==> config.mk <==
export PLATFORM = sky130hd
export DESIGN_NAME = tws_mem_slave
export DESIGN_NICKNAME = d
export VERILOG_FILES = /design/src/rtl/tws_pkg.sv /design/src/rtl/tws_bus_sync.sv /design/src/rtl/tws_datapath.sv /design/src/rtl/tws_ctrl.sv /design/src/rtl/tws_mem_slave.sv
export SDC_FILE = /design/constraint.sdc
export NUM_CORES = 1
export LEC_CHECK = 0
export CORE_ASPECT_RATIO = 0.6
export CORE_MARGIN = 1
export CORE_UTILIZATION = 28
export DETAILED_ROUTE_END_ITERATION = 6
export GPL_TIMING_DRIVEN = 0
export PLACE_DENSITY = 0.44
export SLEW_MARGIN = 10
export SYNTH_ARGS = -nofsm -noshare
export SYNTH_HDL_FRONTEND = slang
export SYNTH_SLANG_ARGS = --single-unit
==> constraint.sdc <==
create_clock -name clk -period 4.6 [get_ports clk]
set_clock_uncertainty 0.05 [all_clocks]
set_input_delay 0.69 -clock clk [delete_from_list [all_inputs] [get_ports clk]]
set_output_delay 0.69 -clock clk [all_outputs]
set_load 0.05 [all_outputs]
==> src/rtl/tws_pkg.sv <==
package tws_pkg;

  localparam int TWS_BYTE_W = 8;
  localparam int TWS_ADDR_W = TWS_BYTE_W - 1;

  typedef enum logic [2:0] {
    ST_IDLE,
    ST_RX_ADDR,
    ST_ACK_ADDR,
    ST_RX_DATA,
    ST_ACK_DATA,
    ST_TX_DATA,
    ST_MACK,
    ST_HOLD
  } twsState_t;

  // Strobes from control to datapath, all single-cycle
  typedef struct packed {
    logic shiftIn;   // sample SDA into receive shifter
    logic cntInc;    // count one bus bit
    logic cntClr;    // restart the bit count
    logic loadWord;  // take the address from the received byte
    logic incSeq;    // full-width address increment (reads)
    logic incPage;   // low-bit address increment (writes)
    logic loadTx;    // load transmit shifter from memory
    logic shiftTx;   // advance transmit shifter
  } twsStrobe_t;

endpackage

==> src/rtl/tws_bus_sync.sv <==
module tws_bus_sync #(
  parameter int SYNC_LEN = 2
) (
  input  logic clk,
  input  logic rstN,
  input  logic sclIn,
  input  logic sdaIn,
  output logic sdaLvl,
  output logic sclRise,
  output logic sclFall,
  output logic startDet,
  output logic stopDet
);

  logic [SYNC_LEN-1:0] sclPipe;
  logic [SYNC_LEN-1:0] sdaPipe;
  logic sclPrev;
  logic sdaPrev;
  logic sclLvl;

  always_ff @(posedge clk or negedge rstN) begin
    if (!rstN) begin
      sclPipe <= '1;
      sdaPipe <= '1;
      sclPrev <= 1'b1;
      sdaPrev <= 1'b1;
    end else begin
      sclPipe <= {sclPipe[SYNC_LEN-2:0], sclIn};
      sdaPipe <= {sdaPipe[SYNC_LEN-2:0], sdaIn};
      sclPrev <= sclLvl;
      sdaPrev <= sdaLvl;
    end
  end

  assign sclLvl   = sclPipe[SYNC_LEN-1];
  assign sdaLvl   = sdaPipe[SYNC_LEN-1];
  assign sclRise  = sclLvl & ~sclPrev;
  assign sclFall  = ~sclLvl & sclPrev;
  assign startDet = sclLvl & sclPrev & sdaPrev & ~sdaLvl;
  assign stopDet  = sclLvl & sclPrev & ~sdaPrev & sdaLvl;

endmodule

==> src/rtl/tws_datapath.sv <==
module tws_datapath
  import tws_pkg::*;
#(
  parameter int PAGE_W = 2
) (
  input  logic                  clk,
  input  logic                  rstN,
  input  logic                  sdaLvl,
  input  twsStrobe_t            strobe,
  input  logic [TWS_BYTE_W-1:0] memRdData,
  output logic [TWS_BYTE_W-1:0] rxByte,
  output logic                  txMsb,
  output logic                  cntFull,
  output logic [TWS_ADDR_W-1:0] wordAddr
);

  localparam int CNT_W = $clog2(TWS_BYTE_W + 1);

  logic [TWS_BYTE_W-1:0] rxReg;
  logic [TWS_BYTE_W-1:0] txReg;
  logic [CNT_W-1:0]      bitCnt;

  always_ff @(posedge clk or negedge rstN) begin
    if (!rstN) begin
      rxReg    <= '0;
      txReg    <= '1;
      bitCnt   <= '0;
      wordAddr <= '0;
    end else begin
      if (strobe.shiftIn) rxReg <= {rxReg[TWS_BYTE_W-2:0], sdaLvl};

      if (strobe.cntClr)      bitCnt <= '0;
      else if (strobe.cntInc) bitCnt <= bitCnt + CNT_W'(1);

      if (strobe.loadWord)
        wordAddr <= rxReg[TWS_BYTE_W-1 -: TWS_ADDR_W];
      else if (strobe.incSeq)
        wordAddr <= wordAddr + TWS_ADDR_W'(1);
      else if (strobe.incPage)
        wordAddr <= {wordAddr[TWS_ADDR_W-1:PAGE_W], wordAddr[PAGE_W-1:0] + PAGE_W'(1)};

      if (strobe.loadTx)       txReg <= memRdData;
      else if (strobe.shiftTx) txReg <= {txReg[TWS_BYTE_W-2:0], 1'b1};
    end
  end

  assign rxByte  = rxReg;
  assign txMsb   = txReg[TWS_BYTE_W-1];
  assign cntFull = (bitCnt == CNT_W'(TWS_BYTE_W));

  // read address wraps from the top of the array to zero
  p_seq_wrap_r7: assert property (@(posedge clk) disable iff (!rstN)
    (strobe.incSeq && !strobe.loadWord && (&wordAddr)) |=> (wordAddr == '0));

  // page increments never disturb the page number
  p_page_hold_r4: assert property (@(posedge clk) disable iff (!rstN)
    (strobe.incPage && !strobe.loadWord && !strobe.incSeq) |=>
      (wordAddr[TWS_ADDR_W-1:PAGE_W] == $past(wordAddr[TWS_ADDR_W-1:PAGE_W])));

  // bit counter never runs past a full byte
  p_cnt_bound_r2: assert property (@(posedge clk) disable iff (!rstN)
    (cntFull && !strobe.cntClr) |=> !$rose(bitCnt[0]));

endmodule

==> src/rtl/tws_ctrl.sv <==
module tws_ctrl
  import tws_pkg::*;
(
  input  logic       clk,
  input  logic       rstN,
  input  logic       sclRise,
  input  logic       sclFall,
  input  logic       startDet,
  input  logic       stopDet,
  input  logic       sdaLvl,
  input  logic       wrBusy,
  input  logic       cntFull,
  input  logic       txMsb,
  input  logic       rxLsb,
  output twsStrobe_t strobe,
  output logic       sdaOe,
  output logic       memWe,
  output logic       wrStart
);

  twsState_t state, nextState;
  logic isRead;
  logic wrote;
  logic mackOk;

  always_comb begin
    strobe    = '0;
    memWe     = 1'b0;
    nextState = state;
    if (stopDet) begin
      nextState = ST_IDLE;
    end else if (startDet) begin
      strobe.cntClr = 1'b1;
      nextState     = wrBusy ? ST_IDLE : ST_RX_ADDR;
    end else begin
      unique case (state)
        ST_RX_ADDR, ST_RX_DATA: begin
          if (sclRise && !cntFull) begin
            strobe.shiftIn = 1'b1;
            strobe.cntInc  = 1'b1;
          end
          if (sclFall && cntFull) begin
            if (state == ST_RX_ADDR) begin
              strobe.loadWord = 1'b1;
              nextState       = ST_ACK_ADDR;
            end else begin
              memWe     = 1'b1;
              nextState = ST_ACK_DATA;
            end
          end
        end
        ST_ACK_ADDR: begin
          if (sclFall) begin
            strobe.cntClr = 1'b1;
            if (isRead) begin
              strobe.loadTx = 1'b1;
              nextState     = ST_TX_DATA;
            end else begin
              nextState = ST_RX_DATA;
            end
          end
        end
        ST_ACK_DATA: begin
          if (sclFall) begin
            strobe.cntClr  = 1'b1;
            strobe.incPage = 1'b1;
            nextState      = ST_RX_DATA;
          end
        end
        ST_TX_DATA: begin
          if (sclRise && !cntFull) strobe.cntInc = 1'b1;
          if (sclFall) begin
            if (cntFull) begin
              strobe.incSeq = 1'b1;
              strobe.cntClr = 1'b1;
              nextState     = ST_MACK;
            end else begin
              strobe.shiftTx = 1'b1;
            end
          end
        end
        ST_MACK: begin
          if (sclFall) begin
            if (mackOk) begin
              strobe.loadTx = 1'b1;
              nextState     = ST_TX_DATA;
            end else begin
              nextState = ST_HOLD;
            end
          end
        end
        default: ;
      endcase
    end
  end

  always_ff @(posedge clk or negedge rstN) begin
    if (!rstN) begin
      state   <= ST_IDLE;
      isRead  <= 1'b0;
      wrote   <= 1'b0;
      mackOk  <= 1'b0;
      wrStart <= 1'b0;
    end else begin
      state   <= nextState;
      wrStart <= stopDet & wrote;
      if (stopDet)    wrote <= 1'b0;
      else if (memWe) wrote <= 1'b1;
      if (strobe.loadWord) isRead <= rxLsb;
      if (state == ST_MACK && sclRise) mackOk <= ~sdaLvl;
    end
  end

  assign sdaOe = (state == ST_ACK_ADDR) || (state == ST_ACK_DATA) ||
                 ((state == ST_TX_DATA) && !txMsb);

  // the line is only ever pulled low after a falling bus clock
  p_drive_after_fall_r11: assert property (@(posedge clk) disable iff (!rstN)
    $rose(sdaOe) |-> $past(sclFall));

  // release happens after a falling clock, or on a start/stop
  p_release_after_fall_r11: assert property (@(posedge clk) disable iff (!rstN)
    $fell(sdaOe) |-> ($past(sclFall) || $past(startDet) || $past(stopDet)));

  // a busy write cycle keeps the slave idle
  p_busy_silent_r8: assert property (@(posedge clk) disable iff (!rstN)
    (wrBusy && state == ST_IDLE) |=> (state == ST_IDLE && !sdaOe));

  // stop always returns to idle
  p_stop_idle_r9: assert property (@(posedge clk) disable iff (!rstN)
    stopDet |=> (state == ST_IDLE));

  // write request is a single pulse
  p_wrstart_pulse_r9: assert property (@(posedge clk) disable iff (!rstN)
    wrStart |=> !wrStart);

  // no array write while the engine is busy
  p_we_not_busy_r3: assert property (@(posedge clk) disable iff (!rstN)
    memWe |-> !wrBusy);

endmodule

==> src/rtl/tws_mem_slave.sv <==
module tws_mem_slave
  import tws_pkg::*;
#(
  parameter int PAGE_W   = 2,
  parameter int SYNC_LEN = 2
) (
  input  logic                  clk,
  input  logic                  rstN,
  input  logic                  sclIn,
  input  logic                  sdaIn,
  output logic                  sdaOe,
  output logic [TWS_ADDR_W-1:0] memAddr,
  output logic                  memWe,
  output logic [TWS_BYTE_W-1:0] memWrData,
  input  logic [TWS_BYTE_W-1:0] memRdData,
  input  logic                  wrBusy,
  output logic                  wrStart
);

  logic sdaLvl, sclRise, sclFall, startDet, stopDet;
  logic txMsb, cntFull;
  logic [TWS_BYTE_W-1:0] rxByte;
  twsStrobe_t strobe;

  tws_bus_sync #(.SYNC_LEN(SYNC_LEN)) uSync (
    .clk      (clk),
    .rstN     (rstN),
    .sclIn    (sclIn),
    .sdaIn    (sdaIn),
    .sdaLvl   (sdaLvl),
    .sclRise  (sclRise),
    .sclFall  (sclFall),
    .startDet (startDet),
    .stopDet  (stopDet)
  );

  tws_ctrl uCtrl (
    .clk      (clk),
    .rstN     (rstN),
    .sclRise  (sclRise),
    .sclFall  (sclFall),
    .startDet (startDet),
    .stopDet  (stopDet),
    .sdaLvl   (sdaLvl),
    .wrBusy   (wrBusy),
    .cntFull  (cntFull),
    .txMsb    (txMsb),
    .rxLsb    (rxByte[0]),
    .strobe   (strobe),
    .sdaOe    (sdaOe),
    .memWe    (memWe),
    .wrStart  (wrStart)
  );

  tws_datapath #(.PAGE_W(PAGE_W)) uDp (
    .clk       (clk),
    .rstN      (rstN),
    .sdaLvl    (sdaLvl),
    .strobe    (strobe),
    .memRdData (memRdData),
    .rxByte    (rxByte),
    .txMsb     (txMsb),
    .cntFull   (cntFull),
    .wordAddr  (memAddr)
  );

  assign memWrData = rxByte;

endmodule

Yosys cells after proc, flatten, opt, wreduce, memory -nomap -nowiden
Cells that the tools add are included.
{"block": "op_classes", "addsub": 3, "n_eq_ne": 13, "muxes": 52, "n_bitwise": 12, "n_reduce_logical": 17}
{"cell": "2-to-1 mux 3 bit", "n": 10}
{"cell": "2-to-1 mux 1 bit", "n": 26}
{"cell": "2-to-1 mux 8 bit", "n": 3}
{"cell": "inequality test 4 x 2 -> 1 bit (second input constant)", "n": 6}
{"cell": "case mux 3 bit (5 select lines)", "n": 1}
{"cell": "2-to-1 mux 7 bit", "n": 2}
{"cell": "== test 3 bit (second input constant)", "n": 3}
{"cell": "AND 1 bit", "n": 8}
{"cell": "2-to-1 mux 2 bit", "n": 4}
{"cell": "2-to-1 mux 4 bit", "n": 2}
{"cell": "nonzero test 2 bit", "n": 4}
{"cell": "adder 7 x 1 -> 7 bit (second input constant)", "n": 1}
{"cell": "AND reduction 7 bit", "n": 1}
{"cell": "nonzero test 7 bit", "n": 1}
{"cell": "== test 3 x 2 -> 1 bit (second input constant)", "n": 2}
{"cell": "case mux 1 bit (2 select lines)", "n": 3}
{"cell": "2-to-1 mux 5 bit", "n": 1}
{"cell": "adder 4 x 1 -> 4 bit (second input constant)", "n": 1}
{"cell": "== test 4 bit (second input constant)", "n": 1}
{"cell": "logical AND 1 bit", "n": 4}
{"cell": "NOT 1 bit", "n": 4}
{"cell": "OR reduction 2 bit", "n": 2}
{"cell": "== test 3 x 1 -> 1 bit (second input constant)", "n": 1}
{"cell": "nonzero test 3 bit", "n": 1}
{"cell": "other kinds (3)", "n": 5}
{"block": "totals", "regBits": 40, "in_bits": 13, "out_inout_bits": 18, "elab_cells": 111}

Logic depth before layout (Yosys ltp)
Gate-level depths: netlist (run 1).
{"block": "depth", "depth_word": 10, "mapped_depth": 8, "depth_no_buf": 6}

Hierarchy
A second synthesis (run 1) with hierarchy kept.
{"block": "unflattened", "cells_unflattened": 182, "hier_area_um2": 1890.6}
{"mod": "tws_datapath", "instances": 1, "cells_each": 110, "area_each_um2": 1213.7, "seq_area_each_um2": 685.7}
{"mod": "tws_ctrl", "instances": 1, "cells_each": 62, "area_each_um2": 486.7, "seq_area_each_um2": 175.2}
{"mod": "tws_bus_sync", "instances": 1, "cells_each": 10, "area_each_um2": 190.2, "seq_area_each_um2": 157.7}

Worst setup path after synthesis (run 1)
No wires, ideal clock.
{"block": "synth_path", "path_type": "reg-to-output", "start": "reg uCtrl.state[2]", "end": "out sdaOe", "arrival_ns": 1.839, "required_time_ns": 3.860, "setup_slack_ns": 2.021, "stages_incl_launch_ff": 4, "path_buffers": 2, "path_cell_list": "dfrtp_1 buf_2 clkbuf_1 o21ai_0"}
{"block": "synth_between", "elab_chain_cells": 3, "word_cells_on_any_way": 6, "cone_classes": "3 x eq/ne; 3 x reduce/logical"}
{"item": "start: declaration", "line": "tws_ctrl.sv:21", "rtl": "twsState_t state, nextState;"}
{"item": "start signal: assignment", "line": "tws_ctrl.sv:105", "rtl": "state <= nextState;"}
{"item": "== test 3 x 2 -> 1 bit (tied with other cells)", "line": "tws_ctrl.sv:114", "rtl": "assign sdaOe = (state == ST_ACK_ADDR) || (state == ST_ACK_DATA) ||"}
{"item": "logical OR 1 bit or logical AND 1 bit (tied branches)", "line": "tws_ctrl.sv:114, tws_ctrl.sv:115"}
{"item": "logical OR 1 bit *", "line": "tws_ctrl.sv:114"}
{"item": "end: declaration", "line": "tws_mem_slave.sv:11", "rtl": "output logic sdaOe,"}
Every way passes the cells marked *; elsewhere a longest branch is shown, timed or not.

Worst setup path after layout (run 1)
{"block": "layout_path", "start": "reg uDp.bitCnt[0]", "end": "out memWe"}
{"block": "layout_between", "elab_chain_cells": 6}
{"item": "start: declaration", "line": "tws_datapath.sv:21", "rtl": "logic [CNT_W-1:0] bitCnt;"}
{"item": "start signal: assignment", "line": "tws_datapath.sv:33", "rtl": "else if (strobe.cntInc) bitCnt <= bitCnt + CNT_W'(1);"}
{"item": "== test 4 bit", "line": "tws_datapath.sv:49", "rtl": "assign cntFull = (bitCnt == CNT_W'(TWS_BYTE_W));"}
{"item": "logical AND 1 bit", "line": "tws_ctrl.sv:42", "rtl": "if (sclFall && cntFull) begin"}
{"item": "2-to-1 mux 1 bit", "line": "tws_ctrl.sv:42"}
{"item": "2-to-1 mux 1 bit", "line": "tws_ctrl.sv:36", "rtl": "unique case (state)"}
{"item": "2-to-1 mux 1 bit", "line": "tws_ctrl.sv:32", "rtl": "end else if (startDet) begin"}
{"item": "2-to-1 mux 1 bit", "line": "tws_ctrl.sv:30", "rtl": "if (stopDet) begin"}
{"item": "end: declaration", "line": "tws_mem_slave.sv:13", "rtl": "output logic memWe,"}
No other way between the ends.

==> results.toml, run 1 <==
[cts]
h-tree-depth = 2
cts_buffer_depth = 2
numCtsBuffers = 5
cts-resized-gates = 0
clk_latency_ns = 0.28
cts_root_buf = "clkbuf_16"
postCtsSetupRepairBufs = 0
ctsHoldBuffers = 0
cts_sinks = 40
clk_pin_slew_ns = 0.06
cts_tree = "built"

[placed_design]
gp_congestion = 0.823
portBuffers = 30
dpl-instance-area_sq_um = 2430
hpwlAfterDp_microns = 3270
dp.cells = 294

[sta]
slew_headroom_pct = 62.6
hold_viol = 0
rsz0062_at_grt = "no"
setup_violations = 0
tns_ns = 0
post-route-period-util_pct = 69.6
drv_slew = 0
tightest_slew_ns = 0.552
fin_crit_ns = 3.20
fmax_mhz = 312

[global_routing]
grt_max_degree = 28
grt-ovfl-total = 0
grt_pass1_vias = 1492
grt_usage_pct = 13.1
busiest_layer = "met2"
grt_antenna_before_repair = 0
grtUsageMet1_pct = 17.6
grt_use_met2_pct = 19.5
met3_usage_pct = 5.12
grt_pass1_wl_microns = 7490

[pwr]
p_total_w = 0.00100
pwr_density_cell_nw_per_um2 = 386
ir_drop_uv = 192
leakage_nw = 1.17

[status]
status = "finished with violations"
violations = "design-rule violations"

[run]
cap_violations = 0

[floorplanning]
die_x_microns = 111
die_y_microns = 67.6
io_pins = 31
dieArea_sq_um = 7540
start_util_pct = 29.5
coreArea_sq_um = 6820
rows = 23

[logic_synthesis]
syn_area_per_cell_sq_um = 11.4
synth.net_count = 192
ys_seq_elements = 40
syn-cell-area_sq_um = 2010
syn_inst = 176
ys_warn_count = 0
yosysUniqueCellTypes = 52
seq_area_frac_synth_pct = 50.7

[critical_path]
ff2ff_path_depth = 6
ff2ff_setup_slack_ns = 2.63
r2r_end = "uDp.rxByte[7]$_DFFE_PN0P_"
crit_arrival_ns = 2.46
cp_max_fo = 7
critPathLaunch = "uDp.bitCnt[0]$_DFFE_PN0P_"
endpoint = "memWe"
worstPathRequired_ns = 3.86
startpoint_type = "flop"
worstSetupEndpointType = "output pin"
critPathKind = "flop to output pin"
r2r-start = "uDp.bitCnt[0]$_DFFE_PN0P_"

[layout]
layout_common_cells = "29 x clkdlybuf4s50_1, 26 x dfrtp_1, 14 x dfstp_2"
design_area_sq_um = 2600
diodes = 0
mostFrequentLayoutCell = "clkdlybuf4s50_1"
area_delta_synth_final_pct = 29.2
fin_cells = 302
nets = 230
fillers = 651
drive_above_1_share_pct = 22.8

[drt]
vias = 1479
detail-route-antenna-nets = 0
drt_wl_total_microns = 4420
dr.pass1.iters = 6
vias_per_cell = 4.90
drc = 4
first_iter_violations = 141
wl_per_cell_microns = 14.6

[min_path]
min_path_type = "primary input to asynchronous set/reset pin"
[registers in the layout, indices dropped and copies added (netlist names)]
signal	cells
uSync.sdaPipe	2
uCtrl.mackOk	1
uDp.wordAddr	7
uCtrl.wrote	1
uDp.rxByte	8
uCtrl.wrStart	1
uDp.txReg	8
uSync.sclPipe	2
uCtrl.isRead	1
uDp.bitCnt	4
uSync.sdaPrev	1
uCtrl.state	3
uSync.sclPrev	1
[cells by family after synthesis]
logic type / count (synthesis) / synth area share, %
buf+inv: 14 / 3.61
flops: 40 / 50.7
compound gates: 50 / 16.5
mux: 14 / 7.59
fa+ha+maj: 3 / 1.87
xor+xnor: 3 / 1.31
simple gates: 52 / 18.5
[worst max-delay path, stage by stage, from the launching register on]
cell and delay, ns:
dfrtp_1 0.40, inv_1 0.10, ha_1 0.22, and4b_1 0.19
buf_2 0.19, nand3_1 0.10, nor2_1 0.16, clkdlybuf4s50_1 0.83
[routing by layer]
layer  routed length [microns]  vias up
li1                          -      728
met1                      2280      718
met2                      1890       31
met3                       227        2
met4                        21        0
met5                         0        -
[power breakdown]
part | switching, W | leakage [nW] | internal (W)
clock network | 0.000131 | 0.0808 | 0.000255
registers | 0.0000227 | 0.505 | 0.000380
logic | 0.000129 | 0.586 | 0.0000866
total | 0.000283 | 1.17 | 0.000721
[cell type report]
class                           instances  area [sq um]  share of cell area, %
Clock inverter                          2          35.0                   1.35
Buffer                                  8          50.0                   1.93
Sequential cell                        40          1020                   39.2
Tap cell                               87           109                   4.19
Multi-Input combinational cell        122           920                   35.4
Clock buffer                            6           129                   4.96
Inverter                                6          22.5                  0.867
Timing Repair Buffer                   31           315                   12.1
[Yosys cell counts, drive strengths merged]
master	n	share of area (%)
a21bo	1	0.50
o31ai	1	0.37
and3	4	1.5
o211a	1	0.50
nand4b	2	0.87
a31oi	3	0.93
nand2b	2	0.75
nor2	11	2.4
a31o	1	0.44
dfstp	14	18
o221ai	1	0.44
a22o	7	3.0
nand2	7	1.3
ha	3	1.9
or3	3	0.93
and2	1	0.31
inv	6	1.1
nor3b	2	1.3
and4	1	0.44
dfrtp	26	32
a21o	9	3.4
mux2i	4	2.0
nand3	3	1.0
o22ai	4	1.2
nand4	4	1.6
nand3b	2	1.4
buf	7	2.3
nor4b	1	0.75
nor2b	1	0.31
xnor2	1	0.44
clkbuf	1	0.19
o21ai	12	3.0
and4bb	1	0.62
and2b	2	0.75
and4b	1	0.50
mux2	10	5.6
xor2	2	0.87
o311ai	1	0.44
a21oi	9	2.2
nor3	4	1.8
[how the worst min path moves through the flow]
stage	to	cells after the start	startpoint	slack, ns
2_1_floorplan	uSync.sclPipe[1]$_DFF_PN1_	0	uSync.sclPipe[0]$_DFF_PN1_	0.30
3_3_place_gp	uSync.sclPipe[1]$_DFF_PN1_	0	uSync.sclPipe[0]$_DFF_PN1_	0.30
3_5_place_dp	uSync.sclPipe[1]$_DFF_PN1_	0	uSync.sclPipe[0]$_DFF_PN1_	0.30
4_1_cts	uDp.bitCnt[2]$_DFFE_PN0P_	1	rstN	0.27
5_1_grt	uDp.bitCnt[2]$_DFFE_PN0P_	1	rstN	0.28
6_report	uDp.bitCnt[2]$_DFFE_PN0P_	1	rstN	0.26
[per-stage QoR]
stage,utilization [%],worst slack [ns],hold WS (ns)
3_3_place_gp,35.5,1.70,0.297
2_1_floorplan,-,2.02,0.295
3_5_place_dp,35.7,1.67,0.297
5_1_grt,38.1,1.24,0.280
6_report,38.1,1.40,0.262
4_1_cts,38.1,1.37,0.271
Power figures use the tool's default switching activity.
==> inputs of run 2 (changes only) <==
Settings changed: PLACE_DENSITY 0.44 to 0.46.
Clock period 4.6 ns to 2.7 ns, I/O delays scaled along.
==> results.toml, run 2 (same netlist as run 1, synthesis figures left out) <==
[floorplanning]
dieArea_sq_um = 7540
die_y_microns = 67.6
io_pins = 31
start_util_pct = 29.5
rows = 23
coreArea_sq_um = 6820
die_x_microns = 111

[pwr]
pwr_density_cell_nw_per_um2 = 692
ir_drop_uv = 303
p_total_w = 0.00182
leakage_nw = 1.19

[sta]
fin_ws_ns = 0.213
fmax_mhz = 402
fin_crit_ns = 2.49
post-route-period-util_pct = 92.1
hold_viol = 0
setup_violations = 0
tns_ns = 0
tightest_slew_ns = 0.643
rsz0062_at_grt = "no"
slew_headroom_pct = 56.5
drv_slew = 0

[global_routing]
grt_usage_pct = 13.5
grt_max_degree = 31
grt_pass1_wl_microns = 7730
grt-ovfl-total = 0
grt_pass1_vias = 1454
grt_antenna_before_repair = 0

[drt]
drt_wl_total_microns = 4540
vias_per_cell = 4.83
dr.pass1.iters = 6
vias = 1463
first_iter_violations = 101
wl_per_cell_microns = 15.0
detail-route-antenna-nets = 0
drc = 4

[critical_path]
critPathKind = "flop to output pin"
worstPathRequired_ns = 2.25
startpoint_type = "flop"
crit_arrival_ns = 2.03
worstSetupEndpointType = "output pin"
ff2ff_setup_slack_ns = 0.73
cp_max_fo = 10

[cts]
cts_root_buf = "clkbuf_16"
cts_sinks = 40
h-tree-depth = 2
numCtsBuffers = 5
cts_buffer_depth = 2
clk_latency_ns = 0.29
clk_pin_slew_ns = 0.06
cts_tree = "built"

[layout]
drive_above_1_share_pct = 23.1
layout_common_cells = "27 x clkdlybuf4s50_1, 26 x dfrtp_1, 14 x dfstp_2"
diodes = 0
design_area_sq_um = 2630
nets = 231
fillers = 688
mostFrequentLayoutCell = "clkdlybuf4s50_1"
area_delta_synth_final_pct = 30.7

[min_path]
min_path_type = "flop to flop"

[placed_design]
pre_cts_slack_ns = 0.0648
portBuffers = 30
gp_congestion = 0.746
dpl-instance-area_sq_um = 2430
hpwlAfterDp_microns = 3210

[status]
violations = "design-rule violations"
status = "finished with violations"

[run]
cap_violations = 0
## run 2: final timing paths
| check | cells after the start | endpoint | start |
|---|---|---|---|
| min in group asynchronous | 2 | uDp.bitCnt[2]$_DFFE_PN0P_ | rstN |
| max in group asynchronous | 3 | uSync.sdaPipe[1]$_DFF_PN1_ | rstN |
| hold reg to reg | 0 | uSync.sdaPipe[1]$_DFF_PN1_ | uSync.sdaPipe[0]$_DFF_PN1_ |
| hold / removal | 0 | uSync.sdaPipe[1]$_DFF_PN1_ | uSync.sdaPipe[0]$_DFF_PN1_ |
| setup / recovery | 5 | sdaOe | uCtrl.state[2]$_DFFE_PN0P_ |
| setup reg to reg | 6 | uDp.rxByte[7]$_DFFE_PN0P_ | uDp.bitCnt[0]$_DFFE_PN0P_ |
## run 2: stage by stage
stage,hold slack [ns],std cells,util [%]
finish,0.305,303,38.5
global route,0.312,303,38.5
CTS,0.306,303,38.6
detailed placement,0.257,294,35.7
global placement,0.296,293,35.5
floorplan,0.0594,176,-
## run 2: layout make-up
class / instances / area (sq um) / share of cell area (%)
timing repair buffer: 32 / 319 / 12.1
multi-input combinational: 122 / 920 / 35.0
clock buffer: 6 / 129 / 4.90
clock inverter: 2 / 60.1 / 2.29
sequential: 40 / 1020 / 38.8
buffer: 8 / 50.0 / 1.90
tap: 87 / 109 / 4.14
inverter: 6 / 22.5 / 0.857
## run 2: worst max-delay path, stage by stage (launching register included)
cell           delay (ns)
dfrtp_1              0.33
buf_2                0.24
clkbuf_1             0.42
nand3b_1             0.12
o21ai_0              0.09
dlygate4sd2_1        0.55
## run 2: power breakdown
group	internal, W	switching (W)	total (W)
registers	0.000647	0.0000404	0.000687
clock network	0.000530	0.000235	0.000765
logic	0.000144	0.000223	0.000367
total	0.00132	0.000498	0.00182
## run 2: timing repair
action / in CTS / in global routing
resized for setup: 2 / 2
setup endpoints to repair: 2 / 1
hold buffers: 1 / 0
setup buffers: 0 / 0
hold endpoints to repair: 5 / 0
## run 2: routing by layer
layer	wire (microns)	GRT usage (%)	vias to the layer above
met5	0	0	-
met2	1660	17.4	35
li1	-	-	725
met4	42	4.56	0
met1	2610	20.9	698
met3	227	3.59	5
